[src/rtl/chirp_pkg.sv]
package chirp_pkg;
  typedef enum logic {DIR_UP = 1'b0, DIR_DN = 1'b1} sweep_dir_e;
endpackage

[src/rtl/chirp_trig_sync.sv]
module chirp_trig_sync #(
  parameter int STAGES = 2
) (
  input  logic clk,
  input  logic rst,
  input  logic async_in,
  output logic rise_ev,
  output logic fall_ev
);
  logic [STAGES-1:0] sync_q;
  logic              last_q;

  always_ff @(posedge clk) begin
    if (rst) begin
      sync_q <= '0;
      last_q <= 1'b0;
    end else begin
      sync_q <= {sync_q[STAGES-2:0], async_in};
      last_q <= sync_q[STAGES-1];
    end
  end

  assign rise_ev = sync_q[STAGES-1] & ~last_q;
  assign fall_ev = ~sync_q[STAGES-1] & last_q;
endmodule

[src/rtl/chirp_dwell_timer.sv]
module chirp_dwell_timer #(
  parameter int REQ_W     = 10,
  parameter int MAX_UNITS = 255,
  parameter int UNIT      = 4,
  parameter int CYC_W     = 10
) (
  input  logic             clk,
  input  logic             rst,
  input  logic             run,
  input  logic             start,
  input  logic             start_up,
  input  logic [REQ_W-1:0] up_units,
  input  logic [REQ_W-1:0] dn_units,
  output logic             tick
);
  logic [CYC_W-1:0] dwell_q, cnt_q, sel_cyc;

  // Clamp a unit request into [1, MAX_UNITS] and scale to cycles.
  function automatic logic [CYC_W-1:0] to_cycles(input logic [REQ_W-1:0] req);
    int u;
    u = int'(req);
    if (u == 0) u = 1;
    else if (u > MAX_UNITS) u = MAX_UNITS;
    return CYC_W'(u * UNIT);
  endfunction

  assign sel_cyc = start_up ? to_cycles(up_units) : to_cycles(dn_units);
  assign tick    = run && !start && (cnt_q == '0);

  always_ff @(posedge clk) begin
    if (rst) begin
      dwell_q <= CYC_W'(UNIT);
      cnt_q   <= '0;
    end else if (start) begin
      dwell_q <= sel_cyc;
      cnt_q   <= sel_cyc - 1'b1;
    end else if (tick) begin
      cnt_q   <= dwell_q - 1'b1;
    end else if (cnt_q != '0) begin
      cnt_q   <= cnt_q - 1'b1;
    end
  end
endmodule

[src/rtl/chirp_ramp_core.sv]
module chirp_ramp_core
  import chirp_pkg::*;
#(
  parameter int FTW_W = 32
) (
  input  logic             clk,
  input  logic             rst,
  input  logic             en,
  input  logic             rise_ev,
  input  logic             fall_ev,
  input  logic             tick,
  input  logic             drop_mode,
  input  logic [FTW_W-1:0] lo_in,
  input  logic [FTW_W-1:0] hi_in,
  input  logic [FTW_W-1:0] up_step_in,
  input  logic [FTW_W-1:0] dn_step_in,
  output logic [FTW_W-1:0] ftw,
  output logic             running,
  output logic             done
);
  logic [FTW_W-1:0] lo_q, hi_q, ustep_q, dstep_q, ftw_q;
  logic             run_q, done_q;
  sweep_dir_e       dir_q;
  logic             up_last, dn_last;

  // Final step when the remaining span fits inside one step.
  assign up_last = (ftw_q >= hi_q) || ((hi_q - ftw_q) <= ustep_q);
  assign dn_last = (ftw_q <= lo_q) || ((ftw_q - lo_q) <= dstep_q);

  always_ff @(posedge clk) begin
    if (rst) begin
      ftw_q   <= '0;
      run_q   <= 1'b0;
      done_q  <= 1'b0;
      dir_q   <= DIR_UP;
      lo_q    <= '0;
      hi_q    <= '0;
      ustep_q <= '0;
      dstep_q <= '0;
    end else begin
      done_q <= 1'b0;
      if (!en) begin
        ftw_q <= lo_in;
        run_q <= 1'b0;
      end else if (rise_ev || fall_ev) begin
        lo_q    <= lo_in;
        hi_q    <= hi_in;
        ustep_q <= up_step_in;
        dstep_q <= dn_step_in;
        if (rise_ev) begin
          dir_q <= DIR_UP;
          run_q <= 1'b1;
          if (!run_q) ftw_q <= lo_in;
        end else begin
          dir_q <= DIR_DN;
          if (drop_mode) begin
            ftw_q  <= lo_in;
            run_q  <= 1'b0;
            done_q <= 1'b1;
          end else begin
            run_q <= 1'b1;
          end
        end
      end else if (run_q && tick) begin
        if (dir_q == DIR_UP) begin
          if (up_last) begin
            ftw_q  <= hi_q;
            run_q  <= 1'b0;
            done_q <= 1'b1;
          end else begin
            ftw_q <= ftw_q + ustep_q;
          end
        end else begin
          if (dn_last) begin
            ftw_q  <= lo_q;
            run_q  <= 1'b0;
            done_q <= 1'b1;
          end else begin
            ftw_q <= ftw_q - dstep_q;
          end
        end
      end
    end
  end

  assign ftw     = ftw_q;
  assign running = run_q;
  assign done    = done_q;
endmodule

[src/rtl/chirp_sine_osc.sv]
module chirp_sine_osc #(
  parameter int FTW_W  = 32,
  parameter int LUT_AW = 6,
  parameter int AMP_W  = 10
) (
  input  logic                    clk,
  input  logic                    rst,
  input  logic [FTW_W-1:0]        ftw,
  output logic signed [AMP_W-1:0] sample
);
  localparam int  DEPTH = 1 << LUT_AW;
  localparam int  HALF  = DEPTH / 2;
  localparam longint PEAK = (longint'(1) << (AMP_W - 1)) - 1;

  // Parabolic half-wave approximation, negated for the second half.
  function automatic logic signed [AMP_W-1:0] wave_pt(input int idx);
    longint x, mag;
    x   = longint'(idx % HALF);
    mag = (4 * x * (HALF - x) * PEAK) / (longint'(HALF) * HALF);
    return (idx < HALF) ? AMP_W'(mag) : AMP_W'(-mag);
  endfunction

  logic signed [AMP_W-1:0] rom [DEPTH];
  logic [FTW_W-1:0]        acc_q;
  logic signed [AMP_W-1:0] sample_q;

  for (genvar g = 0; g < DEPTH; g++) begin : g_rom
    assign rom[g] = wave_pt(g);
  end

  always_ff @(posedge clk) begin
    if (rst) begin
      acc_q    <= '0;
      sample_q <= '0;
    end else begin
      acc_q    <= acc_q + ftw;
      sample_q <= rom[acc_q[FTW_W-1 -: LUT_AW]];
    end
  end

  assign sample = sample_q;
endmodule

[src/rtl/chirp_sweeper.sv]
module chirp_sweeper
  import chirp_pkg::*;
#(
  parameter int FTW_W       = 32,
  parameter int DWELL_REQ_W = 10,
  parameter int DWELL_MAX   = 255,
  parameter int DWELL_UNIT  = 4,
  parameter int SYNC_STAGES = 2,
  parameter int LUT_AW      = 6,
  parameter int AMP_W       = 10
) (
  input  logic                   clk,
  input  logic                   rst,
  input  logic                   sweep_en,
  input  logic                   trig_in,
  input  logic                   drop_mode,
  input  logic [FTW_W-1:0]       lo_ftw,
  input  logic [FTW_W-1:0]       hi_ftw,
  input  logic [FTW_W-1:0]       up_step,
  input  logic [FTW_W-1:0]       dn_step,
  input  logic [DWELL_REQ_W-1:0] up_dwell,
  input  logic [DWELL_REQ_W-1:0] dn_dwell,
  output logic [FTW_W-1:0]       ftw_out,
  output logic                   sweeping,
  output logic                   sweep_done,
  output logic [AMP_W-1:0]       sine_out
);
  localparam int CYC_W = $clog2(DWELL_MAX * DWELL_UNIT + 1);

  logic rise_ev, fall_ev, tick, start;
  logic [FTW_W-1:0] ftw_w;
  logic run_w, done_w;
  logic signed [AMP_W-1:0] sample_w;

  chirp_trig_sync #(.STAGES(SYNC_STAGES)) u_sync (
    .clk(clk), .rst(rst), .async_in(trig_in),
    .rise_ev(rise_ev), .fall_ev(fall_ev)
  );

  assign start = sweep_en && (rise_ev || fall_ev);

  chirp_dwell_timer #(
    .REQ_W(DWELL_REQ_W), .MAX_UNITS(DWELL_MAX), .UNIT(DWELL_UNIT), .CYC_W(CYC_W)
  ) u_timer (
    .clk(clk), .rst(rst), .run(run_w), .start(start), .start_up(rise_ev),
    .up_units(up_dwell), .dn_units(dn_dwell), .tick(tick)
  );

  chirp_ramp_core #(.FTW_W(FTW_W)) u_core (
    .clk(clk), .rst(rst), .en(sweep_en), .rise_ev(rise_ev), .fall_ev(fall_ev),
    .tick(tick), .drop_mode(drop_mode), .lo_in(lo_ftw), .hi_in(hi_ftw),
    .up_step_in(up_step), .dn_step_in(dn_step),
    .ftw(ftw_w), .running(run_w), .done(done_w)
  );

  chirp_sine_osc #(.FTW_W(FTW_W), .LUT_AW(LUT_AW), .AMP_W(AMP_W)) u_osc (
    .clk(clk), .rst(rst), .ftw(ftw_w), .sample(sample_w)
  );

  assign ftw_out    = ftw_w;
  assign sweeping   = run_w;
  assign sweep_done = done_w;
  assign sine_out   = sample_w;
endmodule

[config.mk]
export PLATFORM = sky130hd
export DESIGN_NAME = chirp_sweeper
export DESIGN_NICKNAME = d
export VERILOG_FILES = /design/src/rtl/chirp_pkg.sv /design/src/rtl/chirp_trig_sync.sv /design/src/rtl/chirp_dwell_timer.sv /design/src/rtl/chirp_ramp_core.sv /design/src/rtl/chirp_sine_osc.sv /design/src/rtl/chirp_sweeper.sv
export SDC_FILE = /design/constraint.sdc
export NUM_CORES = 1
export LEC_CHECK = 0
export ABC_AREA = 1
export BUFFER_PORTS_ARGS = -buffer_cell sky130_fd_sc_hd__buf_2
export CAP_MARGIN = 20
export CORE_UTILIZATION = 55
export CTS_CLUSTER_SIZE = 28
export DETAILED_ROUTE_END_ITERATION = 8
export HOLD_SLACK_MARGIN = 0.06
export PLACE_DENSITY = 0.71
export REMOVE_ABC_BUFFERS = 1
export SYNTH_ARGS = -nofsm -noshare
export SYNTH_HDL_FRONTEND = slang
export SYNTH_SLANG_ARGS = --single-unit
[constraint.sdc]
create_clock -name clk -period 5.5 [get_ports clk]
set_input_delay 1.375 -clock clk [delete_from_list [all_inputs] [get_ports clk]]
set_output_delay 1.375 -clock clk [all_outputs]
set_load 0.03 [all_outputs]
==> flow_summary.json <==
{
  "r2r_start": "u_core.ftw[2]",
  "clock_skew_ns": 0.0250,
  "worst_hold_path_type": "register to register",
  "cp_max_fo": 21,
  "postLayoutCoreUtil_pct": 62.4,
  "finalSetupViolations": 0,
  "fin_area_um2": 24100,
  "combPwrFrac_pct": 55.1,
  "crit_path_end": "u_core.ftw[6]",
  "maxSlewViolCount": 0,
  "ir_drop_uv": 278,
  "layout.nets": 4134,
  "num_rows": 72,
  "status": "completed",
  "fp.dieW_um": 200,
  "netlist_instances": 3562,
  "drv_cap": 0,
  "startpoint_type": "register",
  "drc": 0,
  "area_delta_synth_final_pct": 11.7,
  "cts.sinks": 226,
  "startpoint": "u_core.ftw[2]",
  "place_inst": 4230,
  "grt_usage_pct": 37.4,
  "gp_congestion": 1.01,
  "cts_resized": 0,
  "drt_iter0_drc": 1968,
  "reg2reg_depth": 26,
  "die_h_um": 200,
  "antenna_cells": 0,
  "final-hold-violation-count": 0,
  "p_per_area_nw_per_um2": 360,
  "grt_pass1_vias": 22900,
  "synth_edf_count": 0,
  "start_util_pct": 55.9,
  "crit_arrival_ns": 5.52,
  "syn_avg_cell_area_um2": 6.06,
  "antenna_found_initial": 0,
  "placed_area_um2": 23100,
  "firstDrtPassIters": 5,
  "ant_nets": 0,
  "grt_max_degree": 124,
  "synth_area_um2": 21600,
  "synth_async_sr_flop_share_pct": 0,
  "clockRootBuffer": "clkbuf_16",
  "ys_types": 59,
  "hpwl_um": 62000,
  "period_minus_slack_ns": 5.09,
  "rsz0062_at_grt": "no",
  "rrSetupSlack_ns": 0.41,
  "grt_pass1_wl_um": 119000,
  "stdcell_count": 4286,
  "wl_um": 77100,
  "slew_headroom_pct": 26.7,
  "cts_buffer_depth": 3,
  "wl_per_cell_um": 18.0,
  "core_um2": 38600,
  "setup_tns_ns": 0,
  "max_freq_mhz": 197,
  "yosysWarnings": 0,
  "synthFlopType": "dfxtp_1",
  "ys_ff_latch": 226,
  "p_int_uw": 4570,
  "finalCritPeriodShare_pct": 92.5,
  "cts_buffers": 29,
  "p_clk_share_pct": 22.3,
  "grt-ovfl-total": 0,
  "cts_hold_buf": 0,
  "path_class": "register to register",
  "clkLatencyLatePin_ns": 0.59,
  "portBuffers": 196,
  "sw_frac_of_total_pct": 47.4,
  "via_per_inst": 5.64,
  "cts_setup_buffers": 0,
  "p_sw_uw": 4120,
  "end_kind": "register",
  "vias": 24200,
  "fillers": 3759,
  "crit_required_ns": 5.93,
  "multi_input_area_um2": 14500,
  "r2r-end": "u_core.ftw[6]",
  "num_io_pins": 197,
  "ys_seq_area_share_pct": 21.0,
  "cts_tree": "yes",
  "htree_levels": 1,
  "leakagePower_uw": 0.0124,
  "clkTransAtPathRegs_ns": 0.06,
  "seq_area_um2": 4520,
  "layout-drive-gt1-share_pct": 9.13,
  "worst_pin_slew_ns": 1.10,
  "p_seq_share_pct": 22.6,
  "dieArea_um2": 40100
}
-- through the flow --
stage / hold slack (ns) / power [uW] / setup WS, ns
floorplan: 0.388 / 5230 / 0.215
global placement: 0.395 / 6510 / 0.793
detailed placement: 0.396 / 6620 / 0.561
CTS: 0.404 / 8590 / 0.446
global route: 0.431 / 9310 / 0.0631
finish: 0.404 / 8680 / 0.413
-- cell families after synthesis --
family	Yosys count	share of synthesized area (%)
xor+xnor	95	3.85
buf+inv	647	12.1
flops	226	21.0
compound gates	724	18.2
fa+ha+maj	235	13.8
simple gates	1635	31.1
-- worst min-delay path by stage --
| stage | from | end | slack, ns | depth (start not counted) |
|---|---|---|---|---|
| floorplan | u_sync.sync_q[0] | u_sync.sync_q[1] | 0.39 | 2 |
| global placement | u_sync.sync_q[0] | u_sync.sync_q[1] | 0.40 | 2 |
| detailed placement | u_sync.sync_q[0] | u_sync.sync_q[1] | 0.40 | 2 |
| CTS | u_sync.sync_q[0] | u_sync.sync_q[1] | 0.40 | 2 |
| global route | u_sync.sync_q[0] | u_sync.sync_q[1] | 0.43 | 2 |
| finish | u_sync.sync_q[0] | u_sync.sync_q[1] | 0.40 | 2 |
-- placed cells by master, fill, tap and decap left out, types with 15 or more instances in the layout --
cell type / instances
clkbuf_16: 29
nor2_1: 360
nor3_1: 22
inv_1: 547
buf_4: 45
nand2_1: 962
nand4_1: 37
nand3_1: 197
dfxtp_1: 226
a21o_1: 16
ha_1: 230
o21ai_0: 243
o21bai_1: 15
xnor2_1: 37
buf_2: 196
xor2_1: 58
a31oi_1: 21
a21oi_1: 362
-- power by group through the flow --
| stage | logic [uW] | registers, uW | clock network (uW) |
|---|---|---|---|
| after global routing | 5320 | 1970 | 2020 |
| final | 4780 | 1960 | 1940 |
| after detailed placement | 4640 | 1980 | 0 |
| after global placement | 4530 | 1980 | 0 |
| after CTS | 4680 | 1950 | 1960 |
| after floorplan | 3180 | 2050 | 0 |
-- flip-flops by register name, indices dropped and copies added, names as in the netlist --
register         flops
u_osc.acc_q         32
u_timer.cnt_q       10
u_core.ftw          32
u_sync.sync_q        2
u_timer.dwell_q      8
u_core.dir_q         1
u_osc.sample        10
u_core.running       1
u_core.dstep_q      32
u_sync.last_q        1
u_core.hi_q         32
u_core.ustep_q      32
u_core.done          1
u_core.lo_q         32
-- synth_stat cells, types with 7 or more instances --
| cell | instances | area, um2 |
|---|---|---|
| nand2_1 | 962 | 3610 |
| inv_1 | 548 | 2060 |
| a21oi_1 | 362 | 1810 |
| nor2_1 | 360 | 1350 |
| o21ai_0 | 243 | 1220 |
| ha_1 | 230 | 2880 |
| dfxtp_1 | 226 | 4520 |
| nand3_1 | 197 | 986 |
| xor2_1 | 58 | 508 |
| clkbuf_1 | 54 | 203 |
| nand4_1 | 37 | 231 |
| xnor2_1 | 37 | 324 |
| nor3_1 | 22 | 110 |
| a31oi_1 | 21 | 131 |
| a21o_1 | 16 | 120 |
| o21bai_1 | 15 | 113 |
| a21oi_2 | 12 | 105 |
| nand2_2 | 12 | 75.1 |
| o21a_1 | 12 | 90.1 |
| nor4_1 | 11 | 68.8 |
| buf_1 | 9 | 33.8 |
| o211ai_1 | 9 | 67.6 |
| a211oi_1 | 8 | 60.1 |
| buf_6 | 7 | 78.8 |
| nand3b_1 | 7 | 52.6 |
-- worst max-delay path: stages, from the launching register on --
cell and delay, ns:
dfxtp_1 0.54, inv_1 0.09, ha_1 0.38, nand3b_1 0.14, nand2_1 0.13, a21oi_1 0.23, o21ai_0 0.11, buf_4 0.16
a21oi_1 0.38, o21bai_1 0.17, a21oi_1 0.22, o21ai_0 0.11, nand2_1 0.07, nand2_1 0.05, ha_1 0.28, nand2_1 0.06
nor2_1 0.10, nand2_1 0.11, nor4_1 0.30, nand2_1 0.15, a21oi_1 0.23, buf_4 0.32, nand3_1 0.13, nand3_1 0.20
nand3_1 0.12, nand2_1 0.10, a21oi_2 0.05
-- layer usage --
| metal | wire length (um) | global-route usage [%] |
|---|---|---|
| met2 | 34800 | 62.4 |
| met4 | 3470 | 16.0 |
| met1 | 32700 | 48.7 |
| met5 | 0 | 0 |
| met3 | 6100 | 4.46 |
-- area by class of cell --
class / count / area share (%)
clock inverter: 15 / 0.690
inverter: 555 / 8.65
timing repair buffer: 245 / 5.86
clock buffer: 38 / 3.23
sequential: 226 / 18.8
multi-input combinational: 2689 / 60.1
tap: 518 / 2.69
(Power assumes the default switching activity.)
